<file path="src/rtl/pfs_pkg.sv">
package pfs_pkg;
  typedef enum logic [2:0] {
    SQ_OFF, SQ_POR, SQ_SOFT, SQ_RUN, SQ_UV, SQ_OC, SQ_OT
  } seq_t;

  localparam logic [2:0] CODE_NONE = 3'd0;
  localparam logic [2:0] CODE_OV   = 3'd1;
  localparam logic [2:0] CODE_UV   = 3'd2;
  localparam logic [2:0] CODE_OT   = 3'd3;
  localparam logic [2:0] CODE_OC   = 3'd4;

  // bit positions in the synchronized flag vector
  localparam int IDX_EN  = 0;
  localparam int IDX_OV  = 1;
  localparam int IDX_UV  = 2;
  localparam int IDX_HOT = 3;
  localparam int IDX_CL  = 4;
  localparam int IDX_OC  = 5;
  localparam int FLAG_N  = 6;
endpackage

</file>
<file path="src/rtl/pfs_sync.sv">
module pfs_sync #(
  parameter int WIDTH  = 6,
  parameter int STAGES = 2
) (
  input  logic             clk,
  input  logic             rst,
  input  logic [WIDTH-1:0] d,
  output logic [WIDTH-1:0] q
);
  for (genvar b = 0; b < WIDTH; b++) begin : g_bit
    logic [STAGES-1:0] chain;
    always_ff @(posedge clk) begin
      if (rst) begin
        chain <= '0;
      end else begin
        chain[0] <= d[b];
        for (int i = 1; i < STAGES; i++) chain[i] <= chain[i-1];
      end
    end
    assign q[b] = chain[STAGES-1];
  end
endmodule

</file>
<file path="src/rtl/pfs_seq.sv">
module pfs_seq
  import pfs_pkg::*;
#(
  parameter int POR_CYCLES = 4
) (
  input  logic clk,
  input  logic rst,
  input  logic s_en,
  input  logic s_uv,
  input  logic s_hot,
  input  logic s_cool,
  input  logic s_oc,
  input  logic ss_done,
  output seq_t st_nxt
);
  localparam int CNT_W = $clog2(POR_CYCLES + 1);
  localparam logic [CNT_W-1:0] POR_LAST = CNT_W'(POR_CYCLES - 1);

  seq_t             st;
  logic [CNT_W-1:0] cnt, cnt_nxt;

  always_comb begin
    st_nxt  = st;
    cnt_nxt = cnt;
    if (!s_en) begin
      st_nxt = SQ_OFF;
    end else begin
      case (st)
        SQ_OT: begin
          if (s_cool && !s_hot) begin
            st_nxt  = SQ_POR;
            cnt_nxt = POR_LAST;
          end
        end
        SQ_UV, SQ_OC: st_nxt = st;
        default: begin
          if (s_hot) begin
            st_nxt = SQ_OT;
          end else if (s_uv && st == SQ_RUN) begin
            st_nxt = SQ_UV;
          end else if (s_oc && (st == SQ_SOFT || st == SQ_RUN)) begin
            st_nxt = SQ_OC;
          end else begin
            case (st)
              SQ_OFF: begin
                st_nxt  = SQ_POR;
                cnt_nxt = POR_LAST;
              end
              SQ_POR: begin
                if (cnt == '0) st_nxt = SQ_SOFT;
                else cnt_nxt = cnt - 1'b1;
              end
              SQ_SOFT: if (ss_done) st_nxt = SQ_RUN;
              default: st_nxt = st;
            endcase
          end
        end
      endcase
    end
  end

  always_ff @(posedge clk) begin
    if (rst) begin
      st  <= SQ_OFF;
      cnt <= '0;
    end else begin
      st  <= st_nxt;
      cnt <= cnt_nxt;
    end
  end
endmodule

</file>
<file path="src/rtl/pfs_out.sv">
module pfs_out
  import pfs_pkg::*;
(
  input  logic       clk,
  input  logic       rst,
  input  seq_t       st_nxt,
  input  logic       s_ov,
  output logic       chip_en,
  output logic       hs_en,
  output logic       ls_force,
  output logic       por,
  output logic       ss_req,
  output logic [2:0] code
);
  logic       chip_d;
  logic [2:0] code_d;

  always_comb begin
    chip_d = (st_nxt == SQ_SOFT) || (st_nxt == SQ_RUN);
    case (st_nxt)
      SQ_OT:   code_d = CODE_OT;
      SQ_UV:   code_d = CODE_UV;
      SQ_OC:   code_d = CODE_OC;
      default: code_d = s_ov ? CODE_OV : CODE_NONE;
    endcase
  end

  always_ff @(posedge clk) begin
    if (rst) begin
      chip_en  <= 1'b0;
      hs_en    <= 1'b0;
      ls_force <= 1'b0;
      por      <= 1'b0;
      ss_req   <= 1'b0;
      code     <= CODE_NONE;
    end else begin
      chip_en  <= chip_d;
      hs_en    <= chip_d && !s_ov;
      ls_force <= s_ov;
      por      <= (st_nxt == SQ_POR);
      ss_req   <= (st_nxt == SQ_SOFT);
      code     <= code_d;
    end
  end
endmodule

</file>
<file path="src/rtl/pwr_fault_sup.sv">
module pwr_fault_sup
  import pfs_pkg::*;
#(
  parameter int SYNC_STAGES = 2,
  parameter int POR_CYCLES  = 4
) (
  input  logic       clk,
  input  logic       rst,
  input  logic       en_i,
  input  logic       ov_i,
  input  logic       uv_i,
  input  logic       ot_hot_i,
  input  logic       ot_cool_i,
  input  logic       oc_i,
  input  logic       ss_done_i,
  output logic       chip_en_o,
  output logic       hs_en_o,
  output logic       ls_force_o,
  output logic       por_o,
  output logic       ss_req_o,
  output logic [2:0] fault_code_o
);
  logic [FLAG_N-1:0] raw_vec, s_vec;
  logic s_en, s_ov;
  seq_t st_nxt;

  always_comb begin
    raw_vec          = '0;
    raw_vec[IDX_EN]  = en_i;
    raw_vec[IDX_OV]  = ov_i;
    raw_vec[IDX_UV]  = uv_i;
    raw_vec[IDX_HOT] = ot_hot_i;
    raw_vec[IDX_CL]  = ot_cool_i;
    raw_vec[IDX_OC]  = oc_i;
  end

  pfs_sync #(.WIDTH(FLAG_N), .STAGES(SYNC_STAGES)) i_sync (
    .clk(clk), .rst(rst), .d(raw_vec), .q(s_vec)
  );

  assign s_en = s_vec[IDX_EN];
  assign s_ov = s_vec[IDX_OV];

  pfs_seq #(.POR_CYCLES(POR_CYCLES)) i_seq (
    .clk(clk), .rst(rst),
    .s_en(s_en), .s_uv(s_vec[IDX_UV]), .s_hot(s_vec[IDX_HOT]),
    .s_cool(s_vec[IDX_CL]), .s_oc(s_vec[IDX_OC]),
    .ss_done(ss_done_i), .st_nxt(st_nxt)
  );

  pfs_out i_out (
    .clk(clk), .rst(rst), .st_nxt(st_nxt), .s_ov(s_ov),
    .chip_en(chip_en_o), .hs_en(hs_en_o), .ls_force(ls_force_o),
    .por(por_o), .ss_req(ss_req_o), .code(fault_code_o)
  );
endmodule

</file>
<file path="config.mk">
export PLATFORM = sky130hd
export DESIGN_NAME = pwr_fault_sup
export DESIGN_NICKNAME = d
export VERILOG_FILES = /design/src/rtl/pfs_pkg.sv /design/src/rtl/pfs_sync.sv /design/src/rtl/pfs_seq.sv /design/src/rtl/pfs_out.sv /design/src/rtl/pwr_fault_sup.sv
export SDC_FILE = /design/constraint.sdc
export NUM_CORES = 1
export LEC_CHECK = 0
export BUFFER_PORTS_ARGS = -buffer_cell sky130_fd_sc_hd__buf_2
export CAP_MARGIN = 20
export CORE_ASPECT_RATIO = 0.8
export CORE_MARGIN = 3
export CORE_UTILIZATION = 45
export CTS_CLUSTER_DIAMETER = 150
export DETAILED_ROUTE_END_ITERATION = 6
export MAX_ROUTING_LAYER = met4
export PLACE_DENSITY = 0.66
export SLEW_MARGIN = 20
export SYNTH_ARGS = -nofsm -noshare
export SYNTH_HDL_FRONTEND = slang
export SYNTH_HIERARCHICAL = 1
export SYNTH_SLANG_ARGS = --single-unit
</file>
<file path="constraint.sdc">
create_clock -name clk -period 2.2 [get_ports clk]
set_input_delay 0.11 -clock clk [delete_from_list [all_inputs] [get_ports clk]]
set_output_delay 0.11 -clock clk [all_outputs]
set_load 0.01 [all_outputs]
</file>
**After elaboration in Yosys (flattened, before gate mapping)**

Index checks and enable logic that the tools add are counted.
Widths: inputs -> output; s select.

- Add/subtract/negate cells: 1
- Bitwise gates (word level): 1
- Multiplexer cells: 18
- Reductions and logical operators: 13
- Equality and inequality tests: 17

Operators with widths:

| operator | number |
|---|---|
| $mux 3 | 12 |
| $eq 3x3->1 const B | 6 |
| $pmux 3 s2 | 3 |
| $pmux 3 s3 | 2 |
| $eq 3x2->1 const B | 4 |
| $reduce_and 8->1 | 1 |
| $eq 3x1->1 const B | 2 |
| $logic_not 3->1 | 2 |
| $logic_and 1x1->1 | 4 |
| $ne 2x1->1 const B | 2 |
| $ne 2x2->1 const B | 2 |
| $ne 3x3->1 const B | 1 |
| $reduce_bool 3->1 | 1 |
| $sub 3x1->3 const B | 1 |
| $logic_not 1->1 | 2 |
| $logic_or 1x1->1 | 2 |
| $reduce_or 2->1 | 1 |
| $mux 1 | 1 |
| $not 1->1 | 1 |

- Flip-flop bits (word level): 26
- Logic and storage cells: 64
- Output and inout bits: 8

**Logic depth before layout (Yosys ltp)**

- Depth after elaboration: 11
- Depth in mapped cells: 8
- Depth with buffers taken out: 8

**Cells and area by module**

Netlist, hierarchy kept.

By module, submodules not included:

| module | times used | area each (um2) | cells an instance |
|---|---|---|---|
| pfs_seq | 1 | 439.2 | 50 |
| pfs_sync | 1 | 411.6 | 31 |
| pfs_out | 1 | 240.2 | 22 |

**Least setup slack after synthesis**

OpenSTA, ideal clock, no wires.

- Kind: reg2reg
- Start: reg i_seq.cnt[0]
- End: reg i_out.ss_req
- Arrival: 1.675 ns
- Cell stages (with the launch flop): 9
- Path slack: 0.390 ns
- Clock period less this slack: 1.810 ns
- Setup time: 0.136 ns
- Cells stage by stage: dfxtp_1 -> inv_1 -> ha_1 -> ha_1 -> and3b_1 -> a2111oi_2 -> nor3b_1 -> or3b_4 -> nor2_2

- Word-level cells in the longest chain between the ends: 9

Ends and longest elaborated chain:

| what | RTL line | text |
|---|---|---|
| start, declared | pfs_seq.sv:20 | `logic [CNT_W-1:0] cnt, cnt_nxt;` |
| start signal, assigned | pfs_seq.sv:68 | `cnt <= cnt_nxt;` |
| $logic_not 3->1 | pfs_seq.sv:50 | `if (cnt == '0) st_nxt = SQ_SOFT;` |
| $mux 3 | pfs_seq.sv:50 |  |
| $pmux 3 s3 | pfs_seq.sv:44 | `case (st)` |
| $mux 3 | pfs_seq.sv:41 | `end else if (s_oc && (st == SQ_SOFT \|\| st == SQ_RUN)) begin` |
| $mux 3 | pfs_seq.sv:39 | `end else if (s_uv && st == SQ_RUN) begin` |
| $mux 3 | pfs_seq.sv:37 | `if (s_hot) begin` |
| $pmux 3 s2 | pfs_seq.sv:28 | `case (st)` |
| $mux 3 | pfs_seq.sv:25 | `if (!s_en) begin` |
| named net st_nxt[1] | pwr_fault_sup.sv:25 | `seq_t st_nxt;` |
| $eq 3x2->1 | pfs_out.sv:41 | `ss_req <= (st_nxt == SQ_SOFT);` |
| end signal, assigned | pfs_out.sv:41 |  |
| end, declared | pfs_out.sv:12 | `output logic ss_req,` |

The timed path passes the listed nets, and every way through them passes these cells.
A chain may end at the register's enable or synchronous reset.

**Final worst setup path**

- Start: reg i_seq.cnt[0]
- End: reg i_out.chip_en

- Word-level cells in the longest chain between the ends: 10
- Elaborated cells between the ends (all ways): 11
- Classes of those cells: 2 x eq/ne; 7 x mux; 2 x reduce/logical

Ends and longest elaborated chain:

| what | RTL line | text |
|---|---|---|
| $logic_not 3->1 (*) | pfs_seq.sv:50 |  |
| $mux 3 (*) | pfs_seq.sv:50 |  |
| $pmux 3 s3 (*) | pfs_seq.sv:44 |  |
| $mux 3 (*) | pfs_seq.sv:41 |  |
| $mux 3 (*) | pfs_seq.sv:39 |  |
| $mux 3 (*) | pfs_seq.sv:37 |  |
| $pmux 3 s2 (*) | pfs_seq.sv:28 |  |
| $mux 3 (*) | pfs_seq.sv:25 |  |
| named net st_nxt[1] | pwr_fault_sup.sv:25 |  |
| $eq 3x2->1 | pfs_out.sv:19 | `chip_d = (st_nxt == SQ_SOFT) \|\| (st_nxt == SQ_RUN);` |
| $logic_or 1x1->1 (*) | pfs_out.sv:19 |  |
| end signal, assigned | pfs_out.sv:37 | `chip_en <= chip_d;` |
| end, declared | pfs_out.sv:8 | `output logic chip_en,` |

Mark *: on every way through the listed nets, which the timed path passes. The rest lies on a longest branch.

==> reports/results.ini <==
[run_status]
status = finished clean

[route]
wl_per_cell_um = 11.23
dr.first_iter.drc_count = 12
routed_wl_mm = 1.640
dr.pass1.iters = 3
postRouteAntennaNets = 0
drc = 0
viasPerCell = 5.000
vias = 730

[cts]
cts_sinks = 26
clk_pin_slew_worst_paths_ps = 130
cts_tree = yes
numCtsBuffers = 3
h-tree-depth = 1
cts_setup_buffers = 0
clock_path_buffers = 2
clock_latency_ps = 330
cts_resized = 0
cts_root_buf = clkbuf_4
cts_hold_buf = 6

[layout]
insertedDiodeCount = 0
final_cells = 146
drive_above_1_share_pct = 34.71
multi_input_area_um2 = 462.9
final_util_pct = 55.74
finalInstanceArea_um2 = 1245
final_nets = 133
fill_cells = 202
syn2layout_area_growth_pct = 14.11
seq_area_um2 = 520.5

[synthesis]
synthArstFlopShare_pct = 0
syn-cell-area_um2 = 1091
avgSynthCellArea_um2 = 10.59
synth_cell_type_count = 36
synth-seq-cells = 26
synth-simple-area-share_pct = 29.59
synthAdderAreaFrac_pct = 2.294
synth_top_family_by_area = simple AND/OR/NAND/NOR gates
synth_compound_area_share_pct = 10.55
synth_edf_count = 0
yosysTopAreaCellShare_pct = 47.71
yosysSeqAreaShare_pct = 47.71
dominantRegCellSynth = dfxtp_1
syn-num-nets = 114
synth_xor_area_share_pct = 0
ys_top_cells_by_area = dfxtp_1, nor2b_2, buf_4
synth_mux_area_share_pct = 0
synthCells = 103
yosys_warnings = 6
yosysTopAreaCell = dfxtp_1

[placed_design]
place_hpwl_mm = 1.171
dp_cells = 136
routabilityCongestion = 0.8850
placed_area_um2 = 1132
pre_cts_ws_ps = 291.1
io_buffers = 16

[sta]
slew_headroom_pct = 65.66
setup_viol = 0
worst_pin_slew_ps = 515.1
rsz0062_at_grt = no
max_freq_mhz = 520.5
period_needed_ps = 1921
finalHoldViolations = 0
skew_ps = 3.930
tns_ps = 0
setup_ws_ps = 278.6
min_period_over_period_pct = 87.34
holdWs_ps = 221.5
finalMaxSlewViolations = 0

[critical_path]
r2r_cells = 8
criticalPathCategory = reg -> reg
cp.arrival_ps = 2170
end_kind = flop
reg2reg_from = i_seq/cnt[0]
timing.rr.end = i_out/chip_en
cp.required_ps = 2450
crit_path_start_kind = flop
path_max_fanout = 4
r2r_slack_ps = 280
startpoint = i_seq/cnt[0]
critical_path.endpoint = i_out/chip_en

[power_and_ir_drop]
p_per_area_nw_per_um2 = 711.2
power_mw = 0.8854
switching_share_pct = 20.01
p_sw_mw = 0.1772
ir_worst_vdd_v = 0.0003919
p_comb_share_pct = 7.5
p_clk_share_pct = 36.7
internal-power_mw = 0.7082
p_leak_nw = 0.5244
pwr-share-seq_pct = 55.8

[floorplanning]
start_util_pct = 48.85
chipWidth_um = 61.05
ioPinCount = 17
fp-row-count = 15
die_h_um = 50.04
die_area_um2 = 3055
core-area_um2 = 2233

[global_route]
grt_use_total_pct = 13.25
grt_pass1_vias = 659
overflow = 0
antenna_found_initial = 0
grt_pass1_wl_mm = 2.918
grt_max_degree = 23

[min_path]
hold_path.class = in -> reg

[flow_run]
drv_cap = 0

[cells in the final DEF (no fill, tap or decap)]
cell type,n
a2111oi_2,1
a211oi_1,2
a21o_1,1
a21oi_1,3
a221oi_1,1
a31o_2,2
a31oi_1,1
and2b_2,2
and3_1,1
and3b_1,1
and4b_2,1
and4bb_2,1
buf_2,16
buf_4,1
bufinv_16,1
clkbuf_4,3
dfxtp_1,26
dlygate4sd3_1,6
ha_1,2
inv_1,8
nand2_1,1
nand2b_1,3
nand3_1,1
nand4bb_1,1
nor2_1,6
nor2_2,2
nor2b_2,8
nor2b_4,2
nor3_1,3
nor3b_1,3
nor4_1,1
nor4b_1,2
o211ai_1,2
o21a_1,2
or2b_1,1
or2b_2,1
or3_1,1
or3b_4,1
[worst max-delay path, cell delays in order, from the launching register on]
cell and delay (ps):
dfxtp_1 360, inv_1 60, ha_1 190, ha_1 210
and3b_1 200, a2111oi_2 380, nor3b_1 120, or3b_4 270
inv_1 40
[flip-flops by register name, summed over array words and instances, names as in the netlist]
register            flops
i_sync/g_bit.chain     12
i_out/code              3
i_seq/cnt               3
i_seq/st                3
i_out/chip_en           1
i_out/hs_en             1
i_out/ls_force          1
i_out/por               1
i_out/ss_req            1
[synth_stat cells, types with 2 or more instances]
master     n
nor3_1     3
nor2_1     6
nor2_2     2
o21a_1     2
o211ai_1   2
a31o_2     2
nor4b_1    2
nand2b_1   3
nor2b_2    8
dfxtp_1   26
a21oi_1    3
buf_4      7
inv_1      8
and2b_2    2
nor3b_1    3
ha_1       2
a211oi_1   2
nor2b_4    2
[power groups by stage]
stage | clock network, mW | logic [mW] | registers, mW
6_report | 0.325 | 0.0667 | 0.494
5_1_grt | 0.355 | 0.0755 | 0.496
4_1_cts | 0.340 | 0.0672 | 0.494
3_5_place_dp | 0 | 0.0588 | 0.504
3_3_place_gp | 0 | 0.0569 | 0.504
2_1_floorplan | 0 | 0.0506 | 0.501
[final cells by class]
type	instances	area share [%]
multi-input combinational	60	37.19
tap	25	2.513
timing repair buffer	23	11.86
clock inverter	1	2.412
inverter	8	2.412
sequential	26	41.81
clock buffer	3	1.809
[worst min path at each step]
stage | start | to | slack, ps | depth (start not counted)
5_1_grt | rst | i_sync/g_bit[3].chain[0] | 220 | 2
6_report | rst | i_sync/g_bit[2].chain[0] | 220 | 2
3_3_place_gp | en_i | i_sync/g_bit[0].chain[0] | 320 | 2
2_1_floorplan | rst | i_out/ls_force | 180 | 1
3_5_place_dp | ot_hot_i | i_sync/g_bit[3].chain[0] | 320 | 2
4_1_cts | rst | i_sync/g_bit[4].chain[1] | 200 | 2
[cell families after synthesis]
| group | count (synthesis) |
|---|---|
| simple gates | 43 |
| fa+ha+maj | 2 |
| flops | 26 |
| buf+inv | 17 |
| compound gates | 15 |
[metal layers]
metal	track usage [%]	wire length, um	vias up
met4	4.332	23	0
met5	-	0	-
met2	18.66	717	13
met3	5.497	77	4
met1	17.01	821	329
li1	-	-	384
(Power assumes the default switching activity.)
